### config.mk
export PLATFORM = sky130hd
export DESIGN_NAME = fifo_spi_master
export DESIGN_NICKNAME = d
export VERILOG_FILES = /design/src/rtl/fifo_spi_master.sv
export SDC_FILE = /design/constraint.sdc
export NUM_CORES = 1
export LEC_CHECK = 0
export ABC_CLOCK_PERIOD_IN_PS = 3400
export CAP_MARGIN = 5
export CELL_PAD_IN_SITES_DETAIL_PLACEMENT = 1
export CELL_PAD_IN_SITES_GLOBAL_PLACEMENT = 2
export CORE_ASPECT_RATIO = 1.75
export CORE_MARGIN = 1
export CORE_UTILIZATION = 35
export DETAILED_ROUTE_END_ITERATION = 10
export DONT_BUFFER_PORTS = 1
export PLACE_DENSITY = 0.8
export SLEW_MARGIN = 0
export SYNTH_ARGS = -nofsm -noshare
export SYNTH_HDL_FRONTEND = slang
export SYNTH_SLANG_ARGS = --single-unit
### constraint.sdc
create_clock -name clk -period 3.4 [get_ports clk]
set_input_delay 0.68 -clock clk [delete_from_list [all_inputs] [get_ports clk]]
set_output_delay 0.68 -clock clk [all_outputs]
set_load 0.01 [all_outputs]
### src/rtl/fifo_spi_master.sv
module fifo_spi_master #(
  parameter int LEN_W = 21
) (
  input  logic             clk,
  input  logic             rst_n,
  input  logic             cfg_we,
  input  logic [15:0]      cfg_ctrl,
  input  logic [LEN_W-1:0] cfg_len,
  output logic             busy,
  input  logic             cs_clr,
  output logic             cs_active,
  output logic             fifo_busy,
  input  logic             data_push,
  input  logic [31:0]      data_in,
  input  logic             data_pop,
  output logic [31:0]      data_out,
  output logic             done,
  output logic             sclk,
  output logic [3:0]       cs_n,
  output logic [3:0]       sio_out,
  output logic [3:0]       sio_oe,
  input  logic [3:0]       sio_in
);
  logic             run, shifting, quad, wr, csel, wfull, rfull;
  logic [2:0]       div, steps;
  logic [1:0]       dev, idx;
  logic [6:0]       dcnt;
  logic [7:0]       sh, half;
  logic [LEN_W-1:0] left;
  logic [31:0]      wbuf, cur, rbuf, rx_word;
  logic             tick, can_go, last_step;

  assign half      = 8'd1 << div;
  assign tick      = ({1'b0, dcnt} == half - 8'd1);
  assign can_go    = (idx != 2'd0) || (wr ? wfull : !rfull);
  assign last_step = steps == (quad ? 3'd1 : 3'd7);

  always_comb begin
    rx_word = (idx == 2'd0) ? 32'd0 : cur;
    rx_word[8*idx +: 8] = sh;
  end

  assign busy      = run;
  assign cs_active = csel;
  assign cs_n      = csel ? ~(4'b0001 << dev) : 4'hF;
  assign fifo_busy = wr ? wfull : !rfull;
  assign data_out  = rbuf;
  assign sio_out   = (run && wr) ? (quad ? sh[7:4] : {3'b000, sh[7]}) : 4'h0;
  assign sio_oe    = (run && wr) ? (quad ? 4'hF : 4'h1) : 4'h0;

  always_ff @(posedge clk or negedge rst_n) begin
    if (!rst_n) begin
      run <= 1'b0; shifting <= 1'b0; quad <= 1'b0; wr <= 1'b0; csel <= 1'b0;
      wfull <= 1'b0; rfull <= 1'b0; div <= 3'd0; steps <= 3'd0; dev <= 2'd0;
      idx <= 2'd0; dcnt <= 7'd0; sh <= 8'd0; left <= '0; wbuf <= 32'd0;
      cur <= 32'd0; rbuf <= 32'd0; done <= 1'b0; sclk <= 1'b0;
    end else begin
      done <= 1'b0;
      if (data_push && !wfull) begin
        wbuf  <= data_in;
        wfull <= 1'b1;
      end
      if (data_pop && rfull) rfull <= 1'b0;
      if (cs_clr && !run) csel <= 1'b0;
      if (!run) begin
        if (cfg_we && cfg_ctrl[15]) begin
          run  <= 1'b1;
          csel <= 1'b1;
          div  <= cfg_ctrl[2:0];
          dev  <= cfg_ctrl[7:6];
          quad <= cfg_ctrl[12];
          wr   <= cfg_ctrl[13];
          left <= cfg_len;
          idx  <= 2'd0;
          shifting <= 1'b0;
        end
      end else if (!shifting) begin
        if (left == '0) begin
          run  <= 1'b0;
          done <= 1'b1;
        end else if (can_go) begin
          shifting <= 1'b1;
          steps    <= 3'd0;
          dcnt     <= 7'd0;
          if (wr) begin
            if (idx == 2'd0) begin
              cur   <= wbuf;
              sh    <= wbuf[7:0];
              wfull <= 1'b0;
            end else begin
              sh <= cur[8*idx +: 8];
            end
          end
        end
      end else if (!tick) begin
        dcnt <= dcnt + 7'd1;
      end else begin
        dcnt <= 7'd0;
        if (!sclk) begin
          sclk <= 1'b1;
          if (!wr) sh <= quad ? {sh[3:0], sio_in} : {sh[6:0], sio_in[1]};
        end else begin
          sclk <= 1'b0;
          if (last_step) begin
            shifting <= 1'b0;
            idx  <= idx + 2'd1;
            left <= left - 1'b1;
            if (!wr) begin
              if (idx == 2'd3 || left == LEN_W'(1)) begin
                rbuf  <= rx_word;
                rfull <= 1'b1;
              end else begin
                cur <= rx_word;
              end
            end
          end else begin
            steps <= steps + 3'd1;
            if (wr) sh <= quad ? {sh[3:0], 4'h0} : {sh[6:0], 1'b0};
          end
        end
      end
    end
  end


  cs_onehot_chk: assert property (@(posedge clk) disable iff (!rst_n) $onehot0(~cs_n));

  cs_during_run_chk: assert property (@(posedge clk) disable iff (!rst_n) busy |-> (cs_active && cs_n != 4'hF));

  done_single_chk: assert property (@(posedge clk) disable iff (!rst_n) done |=> !done);

  done_idle_chk: assert property (@(posedge clk) disable iff (!rst_n) done |-> !busy);

  sclk_idle_chk: assert property (@(posedge clk) disable iff (!rst_n) !busy |-> !sclk);

  out_stable_chk: assert property (@(posedge clk) disable iff (!rst_n) (busy && $rose(sclk)) |-> $stable(sio_out));

  start_cause_chk: assert property (@(posedge clk) disable iff (!rst_n) $rose(busy) |-> $past(cfg_we && cfg_ctrl[15]));

  oe_read_chk: assert property (@(posedge clk) disable iff (!rst_n) (sio_oe != 4'h0) |-> busy);
endmodule

==> flow_metrics.py, run 1 <==
metrics = {
    "synth": {
        "synth_most_common_cell": "dfrtp_1",
        "synthTopCellsByArea": "dfrtp_1 (46%), mux2_2 (13%), a21oi_1 (2.8%)",
        "synth-edff-count": 0,
        "postSynthCellCount": 779,
        "synth_cell_types": 69,
        "avgSynthCellArea_um2": 10.63,
        "netlist_area_um2": 8278,
        "synth.largest_area_cell": "dfrtp_1",
        "yosysTopAreaCellShare_pct": 45.65,
        "synthesis.nets": 869,
        "ys_warn_count": 0,
        "synth_ff_type": "dfrtp_1",
        "ys_ff_latch": 151,
        "yosysSeqAreaShare_pct": 45.65,
        "synth_common_cells": "dfrtp_1 (151), mux2_2 (92), nand2_1 (47), a21oi_1 (46), nor2_1 (39)",
        "synthArstFlopShare_pct": 100.0,
    },
    "power_and_ir_drop": {
        "powerDensity_nw_per_um2": 624.4,
        "peakVddDrop_v": 0.0003637,
        "p_leak_nw": 4.009,
    },
    "floorplanning": {
        "fp-row-count": 74,
        "pin_count": 128,
        "initial_core_util_pct": 35.62,
        "die_w_um": 118.3,
        "coreArea_um2": 23240,
        "dieArea_um2": 24290,
        "die_h_um": 205.4,
    },
    "final_layout": {
        "syn_to_final_growth_pct": 11.93,
        "drive_gt1_share_pct": 24.36,
        "antenna_cells": 0,
        "fin_nets": 862,
    },
    "global_route": {
        "antenna_found_initial": 0,
        "grt_max_degree": 152,
        "grt_pass1_vias": 6711,
        "grt-ovfl-total": 0,
        "grtUsageTotal_pct": 21.00,
        "grt_pass1_wl_um": 38380,
    },
    "sta": {
        "period_share_pct": 94.39,
        "hold_slack_ps": -65.61,
        "finalSetupViolCount": 0,
        "clock_skew_ps": 10.09,
        "post-route-min-period_ps": 3209,
        "slew_headroom_pct": 33.18,
        "worst_slack_ps": 190.8,
        "max_freq_ghz": 0.3116,
        "rsz0062_at_grt": "no",
        "slew_violations": 0,
        "final.setup.tns_ps": 0,
        "tightest_slew_ps": 1000,
        "final_hold_viol_count": 91,
    },
    "worst_setup_path": {
        "timing.critical_path.buf_inv": 1,
        "crit_type": "reg2reg",
        "path_cells": "or3_1 > ha_1 > or4b_1 > nand4_1 > nand4_2 > or4_1 > buf_4 > or4_1 > nand3_1",
        "cp_slowest_cell": "or4_1",
        "crit_fanout": 15,
        "rr_worst_depth": 9,
        "cpMostUsedCell": "or4_1",
        "cpPeakStageDelay_ps": 550,
        "crit_required_ps": 3780,
        "rrSetupSlack_ps": 190,
        "startpoint_type": "flop",
        "worstPathArrival_ps": 3590,
        "path_delay_family": "simple AND/OR/NAND/NOR gates",
        "path_depth": 9,
        "endpoint_kind": "flop",
    },
    "placement": {
        "hpwlAfterDp_um": 17540,
        "gp_congestion": 0.8012,
        "io_buffers": 0,
        "pre_cts_slack_ps": 201.5,
    },
    "cts": {
        "cts_buffers": 17,
        "clk_path_buf_depth": 2,
        "clkSinkCount": 151,
        "postCtsSetupBuffers": 0,
        "cts-root-buf": "clkbuf_16",
        "insertion_delay_ps": 440,
        "clk_pin_slew_worst_paths_ps": 60,
        "htreeDepth": 4,
        "ctsResizeCount": 0,
        "cts_tree": "done",
    },
    "routing": {
        "drc": 0,
        "drt_iter0_markers": 350,
        "wl_per_cell_um": 22.34,
        "antenna_left": 0,
        "drt_wl_total_um": 24300,
        "via_per_inst": 5.718,
        "first_pass_iters": 4,
        "num_vias": 6221,
    },
    "min_path": {
        "min_path_type": "in2async",
    },
    "status": {
        "violations": "hold timing",
        "status": "complete, but fails checks",
    },
    "flow_run": {
        "drv_cap": 0,
    },
}
[flip-flops by register name, indices dropped and copies added (netlist names)]
register   count
busy           1
cs_active      1
cur           32
data_out      32
dcnt           7
dev            2
div            3
done           1
idx            2
left          21
quad           1
rfull          1
sclk           1
sh             8
shifting       1
steps          3
wbuf          32
wfull          1
wr             1
[cells by family (layout without fill, tap and decap cells)]
group | count (synthesis) | after routing | share of synthesized area [%]
xor+xnor | 9 | 9 | 0.9523
flops | 151 | 151 | 45.65
simple gates | 242 | 242 | 15.89
compound gates | 167 | 167 | 13.41
mux | 126 | 126 | 18.62
buf+inv | 73 | 78 | 3.824
fa+ha+maj | 11 | 11 | 1.663
[per-stage QoR]
step | utilization [%] | instances | power, mW | hold slack (ps) | cell area, µm²
after floorplan | - | 779 | 3.361 | 384.4 | 8278
after global placement | 37.34 | 1057 | 3.848 | 390.7 | 8678
after detailed placement | 37.34 | 1057 | 3.885 | 390.6 | 8678
after CTS | 39.87 | 1088 | 5.859 | -87.88 | 9265
after global routing | 39.87 | 1088 | 6.070 | -89.71 | 9265
final | 39.87 | 1088 | 5.785 | -65.61 | 9265
[layout by cell type, fill, tap and decap left out, types with 19 or more instances in the layout]
cell and n:
mux2_2 92, nand2_1 47, o21ai_0 29, dfrtp_1 150, a21oi_1 46, buf_4 30, nand3_1 33, nor2_1 39
nor3_1 27, nand2b_1 19
[worst register-to-register path: stages (launching register included)]
cell and delay [ps]:
dfrtp_1 370, or3_1 400, ha_1 220, or4b_1 500
nand4_1 150, nand4_2 170, or4_1 550, buf_4 220
or4_1 480, nand3_1 90
[area by class of cell]
type                            count  area [µm²]
Fill cell                        2583       13970
Multi-Input combinational cell    555        4197
Sequential cell                   151        3780
Clock buffer                       19       432.9
Tap cell                          304       380.4
Timing Repair Buffer               32       265.3
Clock inverter                     12       153.9
Inverter                           15       56.30
[path summary, 6_finish.rpt]
kind	start	end
setup / recovery	div[2]$_DFFE_PN0P_	left[6]$_DFFE_PN0P_
hold / removal	rst_n	wbuf[28]$_DFFE_PN0P_
setup reg to reg	div[2]$_DFFE_PN0P_	left[6]$_DFFE_PN0P_
hold reg to reg	wbuf[22]$_DFFE_PN0P_	wbuf[22]$_DFFE_PN0P_
max in group asynchronous	rst_n	wbuf[10]$_DFFE_PN0P_
min in group clk	cfg_ctrl[13]	wr$_DFFE_PN0P_
[per-layer routing]
layer / vias to the layer above / part of all wire, % / GRT usage (%)
li1: 2876 / - / -
met3: 38 / 3.5 / 4.268
met4: 0 / 3.5 / 9.799
met1: 3190 / 37 / 21.84
met2: 117 / 56 / 39.96
met5: - / 0 / 0
[power by group]
group	total (mW)	switching (mW)	internal [mW]
sequential	2.34	0.327	2.01
clock	1.94	0.788	1.15
combinational	1.51	0.875	0.632
total	5.79	1.99	3.80
No activity file was read; power rests on OpenSTA's default activity.
==> inputs of run 2 (changes only) <==
--- a/config.mk
+++ b/config.mk
@@ -12,6 +12,7 @@
 export CORE_ASPECT_RATIO = 1.75
 export CORE_MARGIN = 1
 export CORE_UTILIZATION = 35
+export CTS_BUF_LIST = sky130_fd_sc_hd__clkbuf_8
 export DETAILED_ROUTE_END_ITERATION = 10
 export DONT_BUFFER_PORTS = 1
 export PLACE_DENSITY = 0.8
==> run 2 against run 1 <==
Net effect: the run still ends with hold timing left; total power shrank 8.6%; count of clock-buffer cells in the layout shrank 2; via count is essentially flat; non-clock buffer count is the same; die area is the same; largest cell class unchanged; clock power shrank 25%; clock skew grew 6.3 ps; register-to-register slack is essentially flat.
==> flow_metrics.py, run 2 (synthesis gave the netlist of run 1 again) <==
metrics = {
    "worst_setup_path": {
        "rr_worst_depth": 9,
        "startpoint_type": "flop",
        "rrSetupSlack_ps": 200,
        "worstPathArrival_ps": 3620,
        "worst_r2r_endpoint": "left[6]$_DFFE_PN0P_",
        "endpoint_kind": "flop",
        "r2r_start": "div[2]$_DFFE_PN0P_",
        "crit_required_ps": 3820,
        "crit_type": "reg2reg",
        "crit_fanout": 15,
        "worstSetupStartpoint": "div[2]$_DFFE_PN0P_",
    },
    "cts": {
        "clkSinkCount": 151,
        "postCtsSetupBuffers": 0,
        "cts-root-buf": "clkbuf_8",
        "clk_pin_slew_worst_paths_ps": 90,
        "cts_tree": "done",
        "ctsResizeCount": 0,
        "insertion_delay_ps": 490,
        "htreeDepth": 4,
        "clk_path_buf_depth": 2,
        "cts_buffers": 17,
    },
    "floorplanning": {
        "dieArea_um2": 24290,
        "initial_core_util_pct": 35.62,
        "coreArea_um2": 23240,
        "pin_count": 128,
        "die_w_um": 118.3,
        "die_h_um": 205.4,
        "fp-row-count": 74,
    },
    "placement": {
        "hpwlAfterDp_um": 17540,
        "gp_congestion": 0.8012,
        "placed_cell_area_um2": 8678,
        "io_buffers": 0,
    },
    "global_route": {
        "grt_pass1_vias": 6661,
        "antenna_found_initial": 0,
        "grt-ovfl-total": 0,
        "grtUsageTotal_pct": 20.91,
        "grt_max_degree": 152,
        "grt_pass1_wl_um": 38270,
    },
    "flow_run": {
        "drv_cap": 0,
    },
    "status": {
        "status": "complete, but fails checks",
        "violations": "hold timing",
    },
    "sta": {
        "hold_slack_ps": -114.9,
        "final.setup.tns_ps": 0,
        "post-route-min-period_ps": 3203,
        "finalSetupViolCount": 0,
        "slew_headroom_pct": 33.27,
        "rsz0062_at_grt": "no",
        "clock_skew_ps": 16.44,
        "slew_violations": 0,
        "tightest_slew_ps": 998.8,
        "period_share_pct": 94.21,
        "final_hold_viol_count": 151,
        "max_freq_ghz": 0.3122,
    },
    "power_and_ir_drop": {
        "powerDensity_nw_per_um2": 582.5,
        "p_leak_nw": 3.930,
        "peakVddDrop_v": 0.0002936,
    },
    "final_layout": {
        "mostFrequentLayoutCell": "dfrtp_1",
        "fin_nets": 862,
        "drive_gt1_share_pct": 24.36,
        "antenna_cells": 0,
        "mostFrequentLayoutCells": "dfrtp_1 (150), mux2_2 (92), nand2_1 (47)",
        "post-route-cell-area_um2": 9074,
        "syn_to_final_growth_pct": 9.613,
    },
    "routing": {
        "drc": 0,
        "num_vias": 6219,
        "via_per_inst": 5.716,
        "drt_iter0_markers": 327,
        "wl_per_cell_um": 22.24,
        "antenna_left": 0,
        "first_pass_iters": 4,
        "drt_wl_total_um": 24200,
    },
    "min_path": {
        "min_path_type": "in2async",
    },
}
## run 2: area by class of cell
cell class	instances	area, µm²
clock buffer	17	234.0
inverter	15	56.30
timing repair buffer	32	265.3
sequential	151	3780
fill	2599	14170
tap	304	380.4
multi-input combinational	555	4197
clock inverter	14	161.4
## run 2: report_power, final
group          internal (mW)  total [mW]  switching (mW)
clock                  0.715        1.45           0.732
combinational          0.632        1.50           0.872
sequential              2.01        2.33           0.323
## run 2: per-layer routing
metal / routed length [µm] / track usage (%)
met1: 9231 / 21.91
met2: 13430 / 39.77
met3: 821 / 4.407
met4: 711 / 9.112
met5: 0 / 0
## run 2: metrics by stage
stage	std cells	hold WS [ps]	power [mW]	setup slack (ps)	utilization, %
3_5_place_dp	1057	390.6	3.885	201.5	37.34
5_1_grt	1088	-160.5	5.580	62.49	39.04
2_1_floorplan	779	384.4	3.361	130.9	-
3_3_place_gp	1057	390.7	3.848	200.5	37.34
4_1_cts	1088	-152.3	5.358	176.2	39.04
6_report	1088	-114.9	5.285	197.0	39.04
## run 2: worst max path at each step
| stage | endpoint | slack (ps) | cells after the start |
|---|---|---|---|
| 2_1_floorplan | data_out[11]$_DFFE_PN0P_ | 130 | 11 |
| 3_3_place_gp | left[15]$_DFFE_PN0P_ | 200 | 9 |
| 3_5_place_dp | left[15]$_DFFE_PN0P_ | 200 | 9 |
| 4_1_cts | left[15]$_DFFE_PN0P_ | 180 | 9 |
| 5_1_grt | left[6]$_DFFE_PN0P_ | 60 | 9 |
| 6_report | left[6]$_DFFE_PN0P_ | 200 | 9 |
## run 2: critical path, cell delays in order, from the launching register on
cell and delay (ps):
dfrtp_1 380, or3_1 400, ha_1 230, or4b_1 500
nand4_1 150, nand4_2 170, or4_1 550, buf_4 210
or4_1 480, nand3_1 90
==> inputs of run 3 (changes only) <==
--- a/config.mk
+++ b/config.mk
@@ -5,17 +5,18 @@
 export SDC_FILE = /design/constraint.sdc
 export NUM_CORES = 1
 export LEC_CHECK = 0
+export ABC_AREA = 1
 export ABC_CLOCK_PERIOD_IN_PS = 3400
 export CAP_MARGIN = 5
 export CELL_PAD_IN_SITES_DETAIL_PLACEMENT = 1
 export CELL_PAD_IN_SITES_GLOBAL_PLACEMENT = 2
 export CORE_ASPECT_RATIO = 1.75
 export CORE_MARGIN = 1
-export CORE_UTILIZATION = 35
+export CORE_UTILIZATION = 34
 export CTS_BUF_LIST = sky130_fd_sc_hd__clkbuf_8
 export DETAILED_ROUTE_END_ITERATION = 10
 export DONT_BUFFER_PORTS = 1
-export PLACE_DENSITY = 0.8
+export PLACE_DENSITY = 0.86
 export SLEW_MARGIN = 0
 export SYNTH_ARGS = -nofsm -noshare
 export SYNTH_HDL_FRONTEND = slang
==> run 3 against run 2 <==
Net effect: the flow finishes with violations (DRC, hold timing); sequential share of layout area shrank 2.4 points; via count grew 29%; total power shrank 31%; hold slack lost 17 ps; sequential cell count is the same; clock power grew 19%; global-route usage grew 1.5 points; worst setup slack gained 480 ps; synthesized cell count grew 54%; fmax grew 18%; sequential power shrank 20%.
==> flow_metrics.py, run 3 <==
metrics = {
    "worst_setup_path": {
        "endpoint_kind": "flop",
        "cpMostUsedCell": "nand2_1",
        "path_delay_family": "buffers and inverters",
        "crit_type": "reg2reg",
        "crit_required_ps": 3820,
        "crit_fanout": 65,
        "cpPeakStageDelay_ps": 650,
        "startpoint_type": "flop",
        "worstPathArrival_ps": 3150,
        "timing.critical_path.buf_inv": 3,
        "path_cells": "inv_4 > nand3_4 > ha_1 > nand3_1 > nand2_1 > clkinv_1 > nand2_1 > nand2_1 > nand2_1 > nor2_1 > nand4_1 > buf_4 > nand2_1 > o21ai_2",
        "cp_slowest_cell": "buf_4",
    },
    "sta": {
        "finalSetupViolCount": 0,
        "final.setup.tns_ps": 0,
        "worst_slack_ps": 674.3,
        "tightest_slew_ps": 968.3,
        "max_freq_ghz": 0.3669,
        "hold_slack_ps": -132.0,
        "post-route-min-period_ps": 2726,
        "slew_headroom_pct": 35.45,
        "period_share_pct": 80.17,
        "clock_skew_ps": 13.00,
        "rsz0062_at_grt": "no",
        "final_hold_viol_count": 151,
        "slew_violations": 0,
    },
    "routing": {
        "first_pass_iters": 7,
        "via_per_inst": 5.314,
        "drt_iter0_markers": 364,
        "antenna_left": 0,
        "wl_per_cell_um": 18.93,
        "drt_wl_total_um": 28490,
        "drc": 12,
        "num_vias": 7998,
    },
    "final_layout": {
        "antenna_cells": 0,
        "mostFrequentLayoutCell": "nand2_1",
        "fin_nets": 1263,
        "n_fill_cell": 3231,
        "post-route-cell-area_um2": 9637,
        "multi_input_comb_area_um2": 4313,
        "syn_to_final_growth_pct": 7.345,
        "fin_util_pct": 37.12,
        "regArea_um2": 3779,
        "drive_gt1_share_pct": 10.89,
        "mostFrequentLayoutCells": "nand2_1 (358), dfrtp_1 (151), inv_1 (123)",
        "fin_cells": 1505,
    },
    "placement": {
        "gp_congestion": 0.8377,
        "placed_cell_area_um2": 9159,
        "hpwlAfterDp_um": 20520,
        "pre_cts_slack_ps": 674.9,
        "dp.cells": 1474,
        "io_buffers": 0,
    },
    "power_and_ir_drop": {
        "powerDensity_nw_per_um2": 378.5,
        "finalPower_mw": 3.648,
        "p_leak_nw": 4.550,
        "peakVddDrop_v": 0.0002350,
    },
    "synth": {
        "ys_ff_latch": 151,
        "netlist_area_um2": 8977,
        "synth-edff-count": 0,
        "synthesis.nets": 1292,
        "synthTopCellsByArea": "dfrtp_1 (42%), nand2_1 (15%), inv_1 (5.1%)",
        "ys_warn_count": 0,
        "synth_cell_types": 42,
        "synth_ff_type": "dfrtp_1",
        "synth.largest_area_cell": "dfrtp_1",
        "yosysTopAreaCellShare_pct": 42.09,
        "synth_common_cells": "nand2_1 (359), dfrtp_1 (151), inv_1 (121), nor2_1 (85), nand3_1 (81)",
        "postSynthCellCount": 1202,
        "synth_most_common_cell": "nand2_1",
        "yosysSeqAreaShare_pct": 42.09,
        "avgSynthCellArea_um2": 7.469,
        "synthArstFlopShare_pct": 100.0,
    },
    "cts": {
        "insertion_delay_ps": 500,
        "clk_path_buf_depth": 2,
        "clk_pin_slew_worst_paths_ps": 80,
        "htreeDepth": 4,
        "postCtsSetupBuffers": 0,
        "cts_buffers": 17,
        "cts_tree": "done",
        "clkSinkCount": 151,
        "ctsResizeCount": 0,
        "cts-root-buf": "clkbuf_8",
    },
    "status": {
        "status": "complete, but fails checks",
        "violations": "DRC, hold timing",
    },
    "floorplanning": {
        "coreArea_um2": 25960,
        "die_w_um": 124.8,
        "dieArea_um2": 27080,
        "pin_count": 128,
        "fp-row-count": 78,
        "initial_core_util_pct": 34.58,
        "die_h_um": 217.0,
    },
    "min_path": {
        "min_path_type": "in2async",
    },
    "flow_run": {
        "drv_cap": 0,
    },
    "global_route": {
        "grt_pass1_vias": 8476,
        "grt_pass1_wl_um": 46410,
        "grt_max_degree": 152,
        "grtUsageTotal_pct": 22.41,
        "grt-ovfl-total": 0,
        "antenna_found_initial": 0,
    },
}
[run 3: cell count changes after synthesis, sizes merged, moves of 56 or more]
cell	delta
nand4	+56
o21ai	+67
mux2	-83
inv	+112
nand2	+325
[run 3: logic make-up (layout without fill, tap and decap cells)]
family	Yosys count	in the layout	share of synthesized area, %
compound gates	185	185	12.43
xor+xnor	11	11	1.282
fa+ha+maj	11	11	1.533
buf+inv	202	185	9.896
flops	151	151	42.09
mux	22	22	2.760
simple gates	620	620	30.01
[run 3: final timing paths]
| path | endpoint | cells past startpoint | slack (ps) | start |
|---|---|---|---|---|
| min reg2reg | cur[7]$_DFFE_PN0P_ | 2 | 480 | cur[7]$_DFFE_PN0P_ |
| max | data_out[23]$_DFFE_PN0P_ | 14 | 670 | div[2]$_DFFE_PN0P_ |
| min in group clk | rfull$_DFF_PN0_ | 1 | 260 | data_pop |
| min | data_out[13]$_DFFE_PN0P_ | 0 | -130 | rst_n |
| max in group asynchronous | data_out[25]$_DFFE_PN0P_ | 0 | 3190 | rst_n |
| max reg2reg | data_out[23]$_DFFE_PN0P_ | 14 | 670 | div[2]$_DFFE_PN0P_ |
[run 3: layer usage]
metal  wire length (µm)  track usage (%)  vias up
met2              15570            42.04      171
li1                   -                -     3866
met5                  0                0        -
met1              10570            23.54     3901
met4               1049            10.45        0
met3               1294            5.088       60
[run 3: area by class of cell]
type                       instances  share of cell area [%]
multi-input combinational        849                   44.75
sequential                       151                   39.21
inverter                         131                   5.129
tap                              320                   4.155
clock buffer                      20                   2.856
clock inverter                    11                   2.103
timing repair buffer              23                   1.792
[run 3: worst register-to-register path: stages, from the launching register on]
cell	delay, ps
dfrtp_1	540
inv_4	100
nand3_4	100
ha_1	310
nand3_1	110
nand2_1	80
clkinv_1	100
nand2_1	100
nand2_1	60
nand2_1	60
nor2_1	70
nand4_1	70
buf_4	650
nand2_1	210
o21ai_2	90
[run 3: power breakdown]
part | leakage [nW] | switching (mW) | total (mW) | internal [mW]
registers | 1.85 | 0.0262 | 1.87 | 1.84
clock network | 0.251 | 0.729 | 1.72 | 0.993
logic | 2.45 | 0.0265 | 0.0591 | 0.0326
total | 4.55 | 0.782 | 3.65 | 2.87
